## src/rtl/irq_route_pkg.sv

```systemverilog
package irq_route_pkg;

    localparam int ADDR_W    = 12;
    localparam int DATA_W    = 32;
    localparam int ID_W      = 10;
    localparam int MAX_CPUS  = 4;
    localparam int SEL_W     = 2;
    localparam int LOCAL_CNT = 3;

    localparam logic [ID_W-1:0] ID_NONE = '1;

    // Register offsets (byte addresses)
    localparam logic [ADDR_W-1:0] OFS_CTRL    = 12'h000;
    localparam logic [ADDR_W-1:0] OFS_EN_SET  = 12'h030;
    localparam logic [ADDR_W-1:0] OFS_EN_CLR  = 12'h034;
    localparam logic [ADDR_W-1:0] OFS_ACK     = 12'h044;
    localparam logic [ADDR_W-1:0] OFS_MSK_SET = 12'h048;
    localparam logic [ADDR_W-1:0] OFS_MSK_CLR = 12'h04C;
    localparam logic [ADDR_W-1:0] OFS_ROUTE   = 12'h100;

    typedef enum logic [2:0] {
        CMD_IDLE,
        CMD_EN_SET,
        CMD_EN_CLR,
        CMD_MSK_SET,
        CMD_MSK_CLR,
        CMD_ROUTE
    } cmd_kind_e;

    typedef struct packed {
        cmd_kind_e             kind;
        logic [ID_W-1:0]       idx;
        logic [MAX_CPUS-1:0]   route;
    } reg_cmd_t;

    // Slot of a private (per-processor) source in the local line group, -1 if shared
    function automatic int local_slot(input int src);
        case (src)
            0:       return 0;
            1:       return 1;
            5:       return 2;
            default: return -1;
        endcase
    endfunction

    function automatic bit is_local(input int src);
        return local_slot(src) >= 0;
    endfunction

endpackage

```

## src/rtl/irq_route_decode.sv

```systemverilog
module irq_route_decode
    import irq_route_pkg::*;
#(
    parameter int NUM_SRC  = 32,
    parameter int NUM_CPUS = 4
) (
    input  logic              wr_en,
    input  logic [ADDR_W-1:0] addr,
    input  logic [DATA_W-1:0] wdata,
    output reg_cmd_t          cmd,
    output logic              route_hit,
    output logic [ID_W-1:0]   route_idx
);

    logic [ADDR_W-1:0] route_off;
    logic              idx_ok;

    always_comb begin
        route_off = addr - OFS_ROUTE;
        route_idx = route_off[ADDR_W-1:2];
        route_hit = (addr >= OFS_ROUTE) && (addr[1:0] == 2'b00) &&
                    (route_idx < ID_W'(NUM_SRC));
        idx_ok    = wdata < DATA_W'(NUM_SRC);
    end

    always_comb begin
        cmd = '0;
        if (wr_en) begin
            cmd.idx = wdata[ID_W-1:0];
            unique case (addr)
                OFS_EN_SET:  if (idx_ok) cmd.kind = CMD_EN_SET;
                OFS_EN_CLR:  if (idx_ok) cmd.kind = CMD_EN_CLR;
                OFS_MSK_SET: if (idx_ok) cmd.kind = CMD_MSK_SET;
                OFS_MSK_CLR: if (idx_ok) cmd.kind = CMD_MSK_CLR;
                default: begin
                    if (route_hit) begin
                        cmd.kind  = CMD_ROUTE;
                        cmd.idx   = route_idx;
                        cmd.route = '0;
                        cmd.route[NUM_CPUS-1:0] = wdata[NUM_CPUS-1:0];
                    end
                end
            endcase
        end
    end

endmodule

```

## src/rtl/irq_route_src_bank.sv

```systemverilog
module irq_route_src_bank
    import irq_route_pkg::*;
#(
    parameter int NUM_SRC  = 32,
    parameter int NUM_CPUS = 4
) (
    input  logic                clk,
    input  logic                rst,
    input  reg_cmd_t            cmd,
    output logic [NUM_SRC-1:0]  en_q,
    output logic [NUM_CPUS-1:0] route_q [NUM_SRC]
);

    logic unused_route_hi;
    assign unused_route_hi = ^cmd.route;

    always_ff @(posedge clk) begin
        if (rst) begin
            en_q <= '0;
            for (int s = 0; s < NUM_SRC; s++) route_q[s] <= '0;
        end else begin
            for (int s = 0; s < NUM_SRC; s++) begin
                if (cmd.idx == ID_W'(s)) begin
                    case (cmd.kind)
                        CMD_EN_SET: en_q[s]    <= 1'b1;
                        CMD_EN_CLR: en_q[s]    <= 1'b0;
                        CMD_ROUTE:  route_q[s] <= cmd.route[NUM_CPUS-1:0];
                        default: ;
                    endcase
                end
            end
        end
    end

endmodule

```

## src/rtl/irq_route_cpu_lane.sv

```systemverilog
module irq_route_cpu_lane
    import irq_route_pkg::*;
#(
    parameter int NUM_SRC = 32
) (
    input  logic                 clk,
    input  logic                 rst,
    input  cmd_kind_e            cmd_kind,
    input  logic [ID_W-1:0]      cmd_idx,
    input  logic                 sel_me,
    input  logic [NUM_SRC-1:0]   src_lines,
    input  logic [LOCAL_CNT-1:0] local_lines,
    input  logic [NUM_SRC-1:0]   en,
    input  logic [NUM_SRC-1:0]   route_col,
    output logic [NUM_SRC-1:0]   mask_q,
    output logic                 irq_q,
    output logic [ID_W-1:0]      ack_id
);

    logic [NUM_SRC-1:0] qual;
    logic [NUM_SRC-1:0] sink;
    logic               lane_unused;

    always_ff @(posedge clk) begin
        if (rst) begin
            mask_q <= '1;
        end else if (sel_me) begin
            for (int s = 0; s < NUM_SRC; s++) begin
                if (cmd_idx == ID_W'(s)) begin
                    if (cmd_kind == CMD_MSK_SET)      mask_q[s] <= 1'b1;
                    else if (cmd_kind == CMD_MSK_CLR) mask_q[s] <= 1'b0;
                end
            end
        end
    end

    for (genvar s = 0; s < NUM_SRC; s++) begin : g_qual
        if (is_local(s)) begin : g_private
            localparam int SLOT = local_slot(s);
            assign qual[s] = local_lines[SLOT] & ~mask_q[s];
            assign sink[s] = src_lines[s] ^ en[s] ^ route_col[s];
        end else begin : g_shared
            assign qual[s] = src_lines[s] & en[s] & route_col[s] & ~mask_q[s];
            assign sink[s] = 1'b0;
        end
    end

    assign lane_unused = ^sink;

    // Lowest-numbered qualifying source wins
    always_comb begin
        ack_id = ID_NONE;
        for (int s = NUM_SRC - 1; s >= 0; s--) begin
            if (qual[s]) ack_id = ID_W'(s);
        end
    end

    always_ff @(posedge clk) begin
        if (rst) irq_q <= 1'b0;
        else     irq_q <= |qual;
    end

endmodule

```

## src/rtl/irq_route_ctrl.sv

```systemverilog
module irq_route_ctrl
    import irq_route_pkg::*;
#(
    parameter int NUM_SRC  = 32,
    parameter int NUM_CPUS = 4
) (
    input  logic                          clk,
    input  logic                          rst,
    input  logic [NUM_SRC-1:0]            src_lines,
    input  logic [NUM_CPUS*LOCAL_CNT-1:0] local_lines,
    input  logic                          wr_en,
    input  logic                          rd_en,
    input  logic [SEL_W-1:0]              cpu_sel,
    input  logic [ADDR_W-1:0]             addr,
    input  logic [DATA_W-1:0]             wdata,
    output logic [DATA_W-1:0]             rdata,
    output logic [NUM_CPUS-1:0]           irq_out
);

    reg_cmd_t                cmd;
    logic                    route_hit;
    logic [ID_W-1:0]         route_idx;
    logic [NUM_SRC-1:0]      en_q;
    logic [NUM_CPUS-1:0]     route_q [NUM_SRC];
    logic [NUM_SRC-1:0]      route_col [NUM_CPUS];
    logic [NUM_SRC*NUM_CPUS-1:0] mask_flat;
    logic [ID_W-1:0]         ack_ids [NUM_CPUS];
    logic [DATA_W-1:0]       read_val;

    irq_route_decode #(.NUM_SRC(NUM_SRC), .NUM_CPUS(NUM_CPUS)) u_decode (
        .wr_en     (wr_en),
        .addr      (addr),
        .wdata     (wdata),
        .cmd       (cmd),
        .route_hit (route_hit),
        .route_idx (route_idx)
    );

    irq_route_src_bank #(.NUM_SRC(NUM_SRC), .NUM_CPUS(NUM_CPUS)) u_bank (
        .clk     (clk),
        .rst     (rst),
        .cmd     (cmd),
        .en_q    (en_q),
        .route_q (route_q)
    );

    for (genvar c = 0; c < NUM_CPUS; c++) begin : g_lane
        for (genvar s = 0; s < NUM_SRC; s++) begin : g_col
            assign route_col[c][s] = route_q[s][c];
        end

        irq_route_cpu_lane #(.NUM_SRC(NUM_SRC)) u_lane (
            .clk         (clk),
            .rst         (rst),
            .cmd_kind    (cmd.kind),
            .cmd_idx     (cmd.idx),
            .sel_me      (cpu_sel == SEL_W'(c)),
            .src_lines   (src_lines),
            .local_lines (local_lines[c*LOCAL_CNT +: LOCAL_CNT]),
            .en          (en_q),
            .route_col   (route_col[c]),
            .mask_q      (mask_flat[c*NUM_SRC +: NUM_SRC]),
            .irq_q       (irq_out[c]),
            .ack_id      (ack_ids[c])
        );
    end

    always_comb begin
        read_val = '0;
        if (addr == OFS_CTRL) begin
            read_val[11:2] = 10'(NUM_SRC);
        end else if (addr == OFS_ACK) begin
            read_val[ID_W-1:0] = ID_NONE;
            for (int c = 0; c < NUM_CPUS; c++) begin
                if (cpu_sel == SEL_W'(c)) read_val[ID_W-1:0] = ack_ids[c];
            end
        end else if (route_hit) begin
            for (int s = 0; s < NUM_SRC; s++) begin
                if (route_idx == ID_W'(s)) read_val[NUM_CPUS-1:0] = route_q[s];
            end
        end
    end

    always_ff @(posedge clk) begin
        if (rst)        rdata <= '0;
        else if (rd_en) rdata <= read_val;
    end

endmodule

```

## config.mk

```make
export PLATFORM = sky130hd
export DESIGN_NAME = irq_route_ctrl
export DESIGN_NICKNAME = d
export VERILOG_FILES = /design/src/rtl/irq_route_pkg.sv /design/src/rtl/irq_route_decode.sv /design/src/rtl/irq_route_src_bank.sv /design/src/rtl/irq_route_cpu_lane.sv /design/src/rtl/irq_route_ctrl.sv
export SDC_FILE = /design/constraint.sdc
export NUM_CORES = 1
export LEC_CHECK = 0
export BUFFER_PORTS_ARGS = -buffer_cell sky130_fd_sc_hd__clkbuf_2
export CELL_PAD_IN_SITES_DETAIL_PLACEMENT = 1
export CELL_PAD_IN_SITES_GLOBAL_PLACEMENT = 1
export CORE_MARGIN = 2
export CORE_UTILIZATION = 49
export CTS_BUF_LIST = sky130_fd_sc_hd__clkbuf_4
export DETAILED_ROUTE_END_ITERATION = 10
export PLACE_DENSITY_LB_ADDON = 0.1
export SYNTH_ARGS = -nofsm -noshare
export SYNTH_HDL_FRONTEND = slang
export SYNTH_HIERARCHICAL = 1
export SYNTH_SLANG_ARGS = --single-unit
```

## constraint.sdc

```tcl
create_clock -name clk -period 5.1 [get_ports clk]
set_input_delay 0.765 -clock clk [delete_from_list [all_inputs] [get_ports clk]]
set_output_delay 0.765 -clock clk [all_outputs]
set_load 0.02 [all_outputs]
```

# After elaboration in Yosys (flattened, before gate mapping)
# Index checks and enable logic that the tools add are counted.
# W data, S select, Z words.
# totals
regBits	299
latch_bits	0
ramBits	0
rom_bits	0
out_inout_bits	36
n_memories	0
# classes
n_addsub	1
mul	0
n_div	0
order_cmp	3
n_eq_ne	75
shifts	0
muxes	180
bitwise_logic	401
reduce_logical	203
# op_table
op	count
$mux W10	132
$reduce_and A3 Y1	128
$eq A10 B5 Y1 const B	32
$and A1 B1 Y1	273
$eq A10 B4 Y1 const B	16
$mux W4	34
$not A1 Y1	128
$reduce_or A32 Y1	4
$reduce_and A2 Y1	61
$eq A10 B3 Y1 const B	8
$eq A10 B2 Y1 const B	4
$eq A12 B7 Y1 const B	3
$mux W17	2
$lt A32 B6 Y1 const B	1
$eq A12 B6 Y1 const B	2
$eq A10 B1 Y1 const B	2
$logic_not A10 Y1	2
$mux W14	1
$ge A12 B9 Y1 const B	1
$logic_not A12 Y1	1
$pmux W3 S4	1
$sub A12 B9 Y12 const B	1
$lt A10 B6 Y1 const B	1
$mux W8	1
other kinds (14)	24

# Depth between registers and ports, before layout
# Gate-level depths: netlist (run 1).
# logic_depth
word_depth	41
mapped_depth	15

# By module
# Netlist (run 1), hierarchy kept.
# by_module_without_submodules
mod	instances	cells_each	area_per_inst_um2
irq_route_cpu_lane	4	239	2142.1
irq_route_src_bank	1	627	6603.8
irq_route_ctrl	1	358	2663.8
irq_route_decode	1	78	504.2

# Least setup slack after synthesis (run 1)
# OpenSTA, ideal clock, no wires.
# synth_timing
path_kind	input to register
start	input addr[9]
end	register u_bank/route_q[56] (netlist bit)
setup_time_ns	0.132
arrival_ns	4.010
required_time_ns	4.968
setup_slack_ns	0.958
stages	13
cell_sequence	inv_1 -> ha_1 -> or4b_4 -> nor4_4 -> and2_4 -> buf_6 -> nand3_1 -> nand2_1 -> nor2b_1 -> clkbuf_1 -> clkbuf_1 -> nand4_1 -> mux2i_1
# synth_lines
element	line_no	text
start, declared	irq_route_ctrl.sv:14	input logic [ADDR_W-1:0] addr,
end signal, assigned by index	irq_route_src_bank.sv:27	CMD_ROUTE: route_q[s] <= cmd.route[NUM_CPUS-1:0];
end, declared	irq_route_src_bank.sv:11	output logic [NUM_CPUS-1:0] route_q [NUM_SRC]

==> impl_metrics.py, run 1 <==
metrics = {
    "placement": {
        "dp_cells": 2449,
        "port_buffers": 104,
        "dp_slack_ps": 647,
        "placed_area_mm2": 0.0187,
        "dpl.hpwl_um": 59400,
        "gp_congestion": 1.00,
    },
    "worst_setup_path": {
        "timing.rr.start": "u_bank/route_q[25]",
        "rrSetupSlack_ps": 2180,
        "cp-start-kind": "input pin",
        "cp.arrival_ps": 4380,
        "endpoint": "g_lane[2].u_lane/mask_q[26]",
        "worstRegToRegCells": 9,
        "cpPeakStageDelay_ps": 600,
        "startpoint": "addr[9]",
        "cpMaxStageDelayCell": "and3_1",
        "reg2reg_to": "rdata[2]",
        "end_kind": "register",
        "worstPathCellList": "clkbuf_2 -> inv_1 -> ha_1 -> or4b_4 -> nor4_4 -> nand2_1 -> and3_1 -> nor4b_4 -> o2111a_1 -> nand3b_1 -> o22ai_1 -> o31ai_1",
        "worstPathMaxFanout": 12,
        "critPathKind": "input pin to register",
        "worstPathRequired_ps": 5770,
    },
    "layout": {
        "postLayoutCoreUtil_pct": 54.2,
        "stdcell_count": 2606,
        "fin_area_mm2": 0.0198,
        "final_nets": 2166,
        "area_delta_synth_final_pct": 8.79,
        "layout-drive-gt1-share_pct": 19.0,
        "nFillCells": 4241,
    },
    "yosys": {
        "netlist_area_mm2": 0.0182,
        "syn_inst": 2010,
        "avgSynthCellArea_um2": 9.07,
        "yosys_warnings": 6,
    },
    "power": {
        "ir_drop_uv": 229,
        "p_per_area_mw_per_mm2": 257,
        "p_sw_mw": 1.48,
        "swShare_pct": 29.0,
        "comb_power_share_pct": 9.5,
        "p_leak_nw": 7.74,
        "sequentialPowerShare_pct": 45.7,
        "internal-power_mw": 3.62,
        "power_mw": 5.10,
        "clockPowerShare_pct": 44.8,
    },
    "timing": {
        "clock_skew_ps": 57.1,
        "slew_headroom_pct": 26.1,
        "hold_slack_ps": 390,
        "drv_slew": 0,
        "hold_viol_final": 0,
        "post-route-min-period_ps": 3720,
        "fin_crit_sh_pct": 72.9,
        "setup_ws_ps": 1380,
        "tns_ps": 0,
        "setup_viol": 0,
        "worst_pin_slew_ps": 1100,
        "rsz0062_at_grt": "false",
        "fmax_mhz": 269,
    },
    "clocking": {
        "cts_sinks": 299,
        "clock_path_buffers": 3,
        "cts_tree": "yes",
        "cts_made_buffers": 86,
        "h-tree-depth": 3,
        "clockRootBuffer": "clkbuf_4",
        "insertion_delay_ps": 840,
        "holdBufCountCts": 0,
        "post_cts_buffers": 0,
        "cts-resized-gates": 0,
        "clk_pin_slew_ps": 70,
    },
    "routing": {
        "antenna_left": 0,
        "drtIter0Drc": 1759,
        "avgViaCountPerCell": 6.94,
        "drcViolationCount": 0,
        "post_drt_wl_per_cell_um": 30.4,
        "wl_um": 79200,
        "dr.pass1.iters": 5,
        "vias": 18100,
    },
    "global_routing": {
        "grtUsageTotal_pct": 40.3,
        "grt_pass1_vias": 17600,
        "grt.overflow.total": 0,
        "antenna_found_initial": 5,
        "grt_max_degree": 105,
        "grt_pass1_wl_um": 115000,
    },
    "die": {
        "core-area_mm2": 0.0366,
        "rows": 70,
        "ios": 130,
        "die_h_um": 197,
        "die_x_um": 197,
        "dieArea_mm2": 0.0388,
        "start_util_pct": 49.8,
    },
    "min_path": {
        "hold_path.startpoint": "addr[11]",
        "hold_class": "input pin to register",
    },
    "run_status": {
        "outcome": "finished clean",
    },
    "flow_run": {
        "maxCapViolations": 0,
    },
}
==> how the worst min path moves through the flow <==
stage                                  end  cells past startpoint  slack, ps
6_report                          rdata[7]                      4        390
5_1_grt                           rdata[7]                      4        360
4_1_cts                           rdata[7]                      4        340
3_5_place_dp   g_lane[0].u_lane/mask_q[17]                      2        470
3_3_place_gp    g_lane[1].u_lane/mask_q[1]                      2        450
2_1_floorplan  g_lane[0].u_lane/mask_q[17]                      2        440
==> registers in the layout, summed over array words and instances, names as in the netlist <==
register,cells
g_lane.u_lane/mask_q,128
u_bank/route_q,128
u_bank/en_q,29
rdata,10
g_lane.u_lane/irq_q,4
==> cell usage in the layout, fill, tap and decap left out, types with 44 or more instances in the layout <==
| cell type | n |
|---|---|
| a211oi_1 | 48 |
| o31ai_1 | 62 |
| clkbuf_4 | 128 |
| nor2_1 | 63 |
| nand2b_1 | 208 |
| mux2i_1 | 151 |
| nand4b_1 | 112 |
| o22ai_1 | 73 |
| dfxtp_1 | 299 |
| nand2_1 | 94 |
| buf_4 | 44 |
| a21oi_1 | 60 |
| clkbuf_2 | 102 |
| nand4_1 | 69 |
==> layer usage <==
metal  wire length, um  GRT usage, %  share of wire [%]
met1             32300          53.2                 41
met2             34900          62.0                 44
met3              8470          11.0                 11
met4              3440          16.8                4.3
met5                 9             0              0.011
==> worst max-delay path: cells and delay by family <==
| family | cells | cell delay (ps) |
|---|---|---|
| buf+inv | 2 | 230 |
| compound gates | 3 | 750 |
| fa+ha+maj | 1 | 140 |
| simple gates | 6 | 2490 |
==> power groups by stage <==
stage	clock [mW]	sequential, mW	combinational [mW]
final	2.29	2.33	0.483
after global routing	2.47	2.33	0.503
after CTS	2.33	2.33	0.467
after detailed placement	0	2.39	0.466
after global placement	0	2.39	0.458
after floorplan	0	2.39	0.309
==> cell type report <==
type                    instances  area, um2  share of cell area (%)
clock inverters                24        120                   0.606
multi-input cells            1514      11200                    56.6
diodes                          5       12.5                  0.0631
clock buffers                 128        961                    4.85
repair buffers                148        860                    4.33
flip-flops and latches        299       5990                    30.2
inverters                      20       75.1                   0.379
well taps                     468        586                    2.95
Power figures use the tool's default switching activity.
==> run 2, diff against run 1 <==
==> constraint.sdc (replaced) <==
create_clock -name clk -period 3.8 [get_ports clk]
set_input_delay 0.57 -clock clk [delete_from_list [all_inputs] [get_ports clk]]
set_output_delay 0.57 -clock clk [all_outputs]
set_load 0.02 [all_outputs]
==> impl_metrics.py, run 2 (same netlist as run 1, synthesis figures left out) <==
metrics = {
    "run_status": {
        "outcome": "finished clean",
    },
    "flow_run": {
        "maxCapViolations": 0,
    },
    "placement": {
        "gp_congestion": 1.01,
        "port_buffers": 104,
        "dpl.hpwl_um": 63100,
    },
    "timing": {
        "slew_headroom_pct": 41.0,
        "clock_skew_ps": 72.0,
        "fmax_mhz": 310,
        "worst_pin_slew_ps": 882,
        "post-route-min-period_ps": 3220,
        "hold_slack_ps": 200,
        "drv_slew": 0,
        "setup_viol": 0,
        "fin_crit_sh_pct": 84.8,
        "hold_viol_final": 0,
        "rsz0062_at_grt": "false",
    },
    "worst_setup_path": {
        "worstRegToRegCells": 9,
        "startpoint": "addr[9]",
        "cp-start-kind": "input pin",
        "cpMaxStageDelayCell": "or4b_4",
        "cpPeakStageDelay_ps": 480,
        "critPathMostFrequentCell": "buf_4",
        "worstPathMaxFanout": 8,
        "timing.rr.start": "u_bank/route_q[34]",
        "worstPathCellList": "clkbuf_2 -> inv_1 -> ha_1 -> or4b_4 -> nor4_4 -> nand2_1 -> buf_4 -> nand3_1 -> o21ai_1 -> buf_4 -> nor2_1 -> buf_4 -> o2111a_1 -> nand2_1 -> o22ai_1 -> o31ai_1",
        "end_kind": "register",
        "cp.arrival_ps": 3860,
        "worstPathRequired_ps": 4440,
        "critPathKind": "input pin to register",
    },
    "die": {
        "rows": 70,
        "start_util_pct": 49.8,
        "core-area_mm2": 0.0366,
        "dieArea_mm2": 0.0388,
        "ios": 130,
        "die_x_um": 197,
        "die_h_um": 197,
    },
    "clocking": {
        "insertion_delay_ps": 820,
        "clk_pin_slew_ps": 50,
        "post_cts_buffers": 0,
        "cts_made_buffers": 84,
        "holdBufCountCts": 0,
        "h-tree-depth": 3,
        "cts-resized-gates": 0,
        "cts_tree": "yes",
        "clock_path_buffers": 3,
        "cts_sinks": 299,
        "clockRootBuffer": "clkbuf_4",
    },
    "global_routing": {
        "grt_max_degree": 181,
        "grt.overflow.total": 0,
        "grt_pass1_vias": 18600,
        "grt_pass1_wl_um": 122000,
        "grtUsageTotal_pct": 42.7,
        "antenna_found_initial": 4,
    },
    "routing": {
        "drcViolationCount": 0,
        "wl_met2_um": 37200,
        "post_drt_wl_per_cell_um": 31.5,
        "antenna_left": 0,
        "wl_met1_um": 33700,
        "avgViaCountPerCell": 6.99,
        "wl_met3_um": 9340,
        "routed.top_layer": "met5",
        "wl_um": 84300,
        "vias": 18700,
        "drtIter0Drc": 2025,
        "dr.pass1.iters": 5,
    },
    "layout": {
        "reg_top3": "g_lane.u_lane/mask_q: 128 flops, u_bank/route_q: 128 flops, u_bank/en_q: 29 flops",
        "nFillCells": 4216,
        "layout-drive-gt1-share_pct": 21.9,
        "area_delta_synth_final_pct": 13.7,
        "final_nets": 2258,
        "layout_commonest_cell": "dfxtp_1",
        "postLayoutCoreUtil_pct": 56.6,
        "final_cell_mix": "dfxtp_1, nand2b_1, mux2i_1",
    },
    "min_path": {
        "hold_path.startpoint": "addr[11]",
        "hold_class": "input pin to register",
        "min_path_cells": 4,
    },
    "power": {
        "p_per_area_mw_per_mm2": 328,
        "ir_drop_uv": 257,
        "p_leak_nw": 8.22,
    },
}
## run 2: worst paths after layout
path | to | slack [ps]
setup / recovery | g_lane[1].u_lane/mask_q[24] | 580
hold / removal | rdata[7] | 200
setup reg to reg | rdata[2] | 740
hold reg to reg | g_lane[2].u_lane/mask_q[1] | 470
## run 2: area by class of cell
class / instances / area, um2 / share of cell area (%)
Inverter: 20 / 75.1 / 0.362
Multi-Input combinational cell: 1514 / 11200 / 54.2
Antenna cell: 2 / 5.00 / 0.0241
Timing Repair Buffer: 242 / 1870 / 9.00
Sequential cell: 299 / 5990 / 28.9
Clock inverter: 19 / 123 / 0.592
Clock buffer: 114 / 856 / 4.13
Tap cell: 468 / 586 / 2.82
## run 2: power by group
group / internal (mW) / total [mW] / switching, mW / leakage, nW
clock network: 1.45 / 2.95 / 1.50 / 0.577
logic: 0.227 / 0.722 / 0.495 / 5.23
registers: 3.13 / 3.13 / 0.0000686 / 2.41
## run 2: worst max-delay path: cells and delay by family
family	cells	cell delay, ps
buf+inv	5	790
compound gates	4	820
fa+ha+maj	1	150
simple gates	6	1520
## run 2: metrics by stage
stage	instances	area [um2]	setup TNS (ps)	total power [mW]	setup slack [ps]
final	2678	20700	0	6.80	577
after global routing	2677	20700	0	7.01	434
after CTS	2676	20700	0	6.83	705
after detailed placement	2543	19700	-1500	3.90	-110
after global placement	2543	19700	0	3.88	99.1
after floorplan	2031	18300	0	3.62	37.1
## run 2: routing by layer
metal / track usage (%) / vias up
li1: - / 8080
met1: 55.2 / 9299
met2: 66.0 / 1086
met3: 12.0 / 252
met4: 20.2 / 2
met5: 0 / -
==> run 3, diff against run 2 <==
==> constraint.sdc (replaced) <==
create_clock -name clk -period 3.03 [get_ports clk]
set_input_delay 0.4545 -clock clk [delete_from_list [all_inputs] [get_ports clk]]
set_output_delay 0.4545 -clock clk [all_outputs]
set_load 0.02 [all_outputs]
==> impl_metrics.py, run 3 (same netlist as run 1, synthesis figures left out) <==
metrics = {
    "power": {
        "p_per_area_mw_per_mm2": 401,
        "p_leak_nw": 8.81,
        "ir_drop_uv": 293,
    },
    "global_routing": {
        "grt.overflow.total": 0,
        "antenna_found_initial": 4,
        "grt_max_degree": 152,
        "gr-usage-met2_pct": 67.4,
        "use_met1_pct": 54.9,
        "grt_pass1_wl_um": 122000,
        "grt.busiest_layer": "met2",
        "grt_pass1_vias": 19300,
        "grt_use_met3_pct": 9.24,
        "grtUsageTotal_pct": 42.4,
    },
    "timing": {
        "setup_viol": 0,
        "fin_crit_sh_pct": 95.0,
        "drv_slew": 0,
        "rsz0062_at_grt": "false",
        "hold_viol_final": 0,
        "slew_headroom_pct": 53.5,
        "post-route-min-period_ps": 2880,
        "worst_pin_slew_ps": 695,
        "clock_skew_ps": 88.5,
        "fmax_mhz": 347,
    },
    "clocking": {
        "cts_made_buffers": 88,
        "holdBufCountCts": 0,
        "clockRootBuffer": "clkbuf_4",
        "cts_sinks": 299,
        "clock_path_buffers": 3,
        "clk_pin_slew_ps": 70,
        "h-tree-depth": 3,
        "cts_tree": "yes",
        "insertion_delay_ps": 850,
    },
    "die": {
        "start_util_pct": 49.8,
        "dieArea_mm2": 0.0388,
        "core-area_mm2": 0.0366,
        "die_h_um": 197,
        "ios": 130,
        "rows": 70,
        "die_x_um": 197,
    },
    "worst_setup_path": {
        "worstRegToRegCells": 9,
        "worstPathMaxFanout": 8,
        "rrSetupSlack_ps": 210,
        "cp.arrival_ps": 3520,
        "worstPathRequired_ps": 3670,
        "end_kind": "register",
        "cp-start-kind": "input pin",
        "critPathKind": "input pin to register",
    },
    "layout": {
        "postLayoutCoreUtil_pct": 59.6,
        "reg_top3": "g_lane.u_lane/mask_q: 128 flops, u_bank/route_q: 128 flops, u_bank/en_q: 29 flops",
        "layout-drive-gt1-share_pct": 26.0,
        "final_cell_mix": "dfxtp_1, buf_4, nand2b_1",
        "layout_commonest_cell": "dfxtp_1",
        "fin_area_mm2": 0.0218,
        "final_nets": 2366,
        "area_delta_synth_final_pct": 19.7,
        "nFillCells": 4247,
    },
    "min_path": {
        "hold_class": "input pin to register",
        "min_path_cells": 5,
    },
    "routing": {
        "antenna_left": 0,
        "wl_um": 83900,
        "vias": 19200,
        "avgViaCountPerCell": 6.83,
        "drcViolationCount": 0,
        "post_drt_wl_per_cell_um": 29.8,
        "drtIter0Drc": 2391,
        "dr.pass1.iters": 5,
    },
    "placement": {
        "port_buffers": 104,
        "placed_area_mm2": 0.0207,
        "dpl.hpwl_um": 64000,
        "gp_congestion": 0.975,
    },
    "run_status": {
        "outcome": "finished clean",
    },
    "flow_run": {
        "maxCapViolations": 0,
    },
}
[run 3: cell count changes in the layout (fill, tap and decap cells not counted), moves of 3 or more]
cell	delta
nand2_4	+4
nand2_2	-3
buf_4	+99
diode_2	+6
clkbuf_4	-4
buf_12	+5
inv_2	+4
clkinv_1	+20
clkinv_2	+7
[run 3: metal layers]
layer  up-vias  wire, um
met5         -         0
met4         0      3860
met3       221      8700
met2      1073     38100
met1      9574     33300
li1       8345         -
[run 3: worst max-delay path: stages]
cell      delay, ps
clkbuf_2        140
inv_1           110
ha_1            220
xor2_1          300
nor4_4           80
buf_4           170
and2_4          170
a21oi_1         310
nor2b_4         140
buf_4           190
nor3b_4         280
o2111a_1        380
nand3b_1        140
buf_4           190
o22ai_1         140
o31ai_1          90
[run 3: metrics by stage]
step	instances	setup slack (ps)	hold WS (ps)	power (mW)	TNS, ps
global placement	2647	-467	448	4.97	-97200
floorplan	2031	-12.5	436	4.55	-71.2
global route	2807	30.1	135	9.04	0
CTS	2805	246	92.0	8.75	0
detailed placement	2647	-545	469	4.99	-116980
finish	2813	152	139	8.75	0
[run 3: area by class of cell]
| class | instances | area [um2] | area share (%) |
|---|---|---|---|
| multi-input combinational | 1514 | 11400 | 52.2 |
| timing repair buffer | 346 | 2710 | 12.4 |
| antenna | 8 | 20.0 | 0.0918 |
| inverter | 20 | 75.1 | 0.344 |
| tap | 468 | 586 | 2.68 |
| clock buffer | 110 | 826 | 3.78 |
| clock inverter | 48 | 235 | 1.08 |
| sequential | 299 | 5990 | 27.4 |
[run 3: final timing paths]
check,startpoint,to
worst max-delay path,addr[8],g_lane[0].u_lane/mask_q[22]
worst min-delay path,addr[11],rdata[7]
worst max register to register,u_bank/route_q[35],rdata[2]
worst min register to register,rdata[7],rdata[7]
[run 3: where the power goes]
| group | switching (mW) | internal [mW] |
|---|---|---|
| combinational | 0.643 | 0.368 |
| clock | 1.99 | 1.82 |
| sequential | 0.0000860 | 3.93 |
[run 3: what timing repair did]
action,in CTS,in global routing
setup buffers,0,0
endpoints found under the setup margin,0,7
hold endpoints to repair,0,0
gates resized for setup,0,1
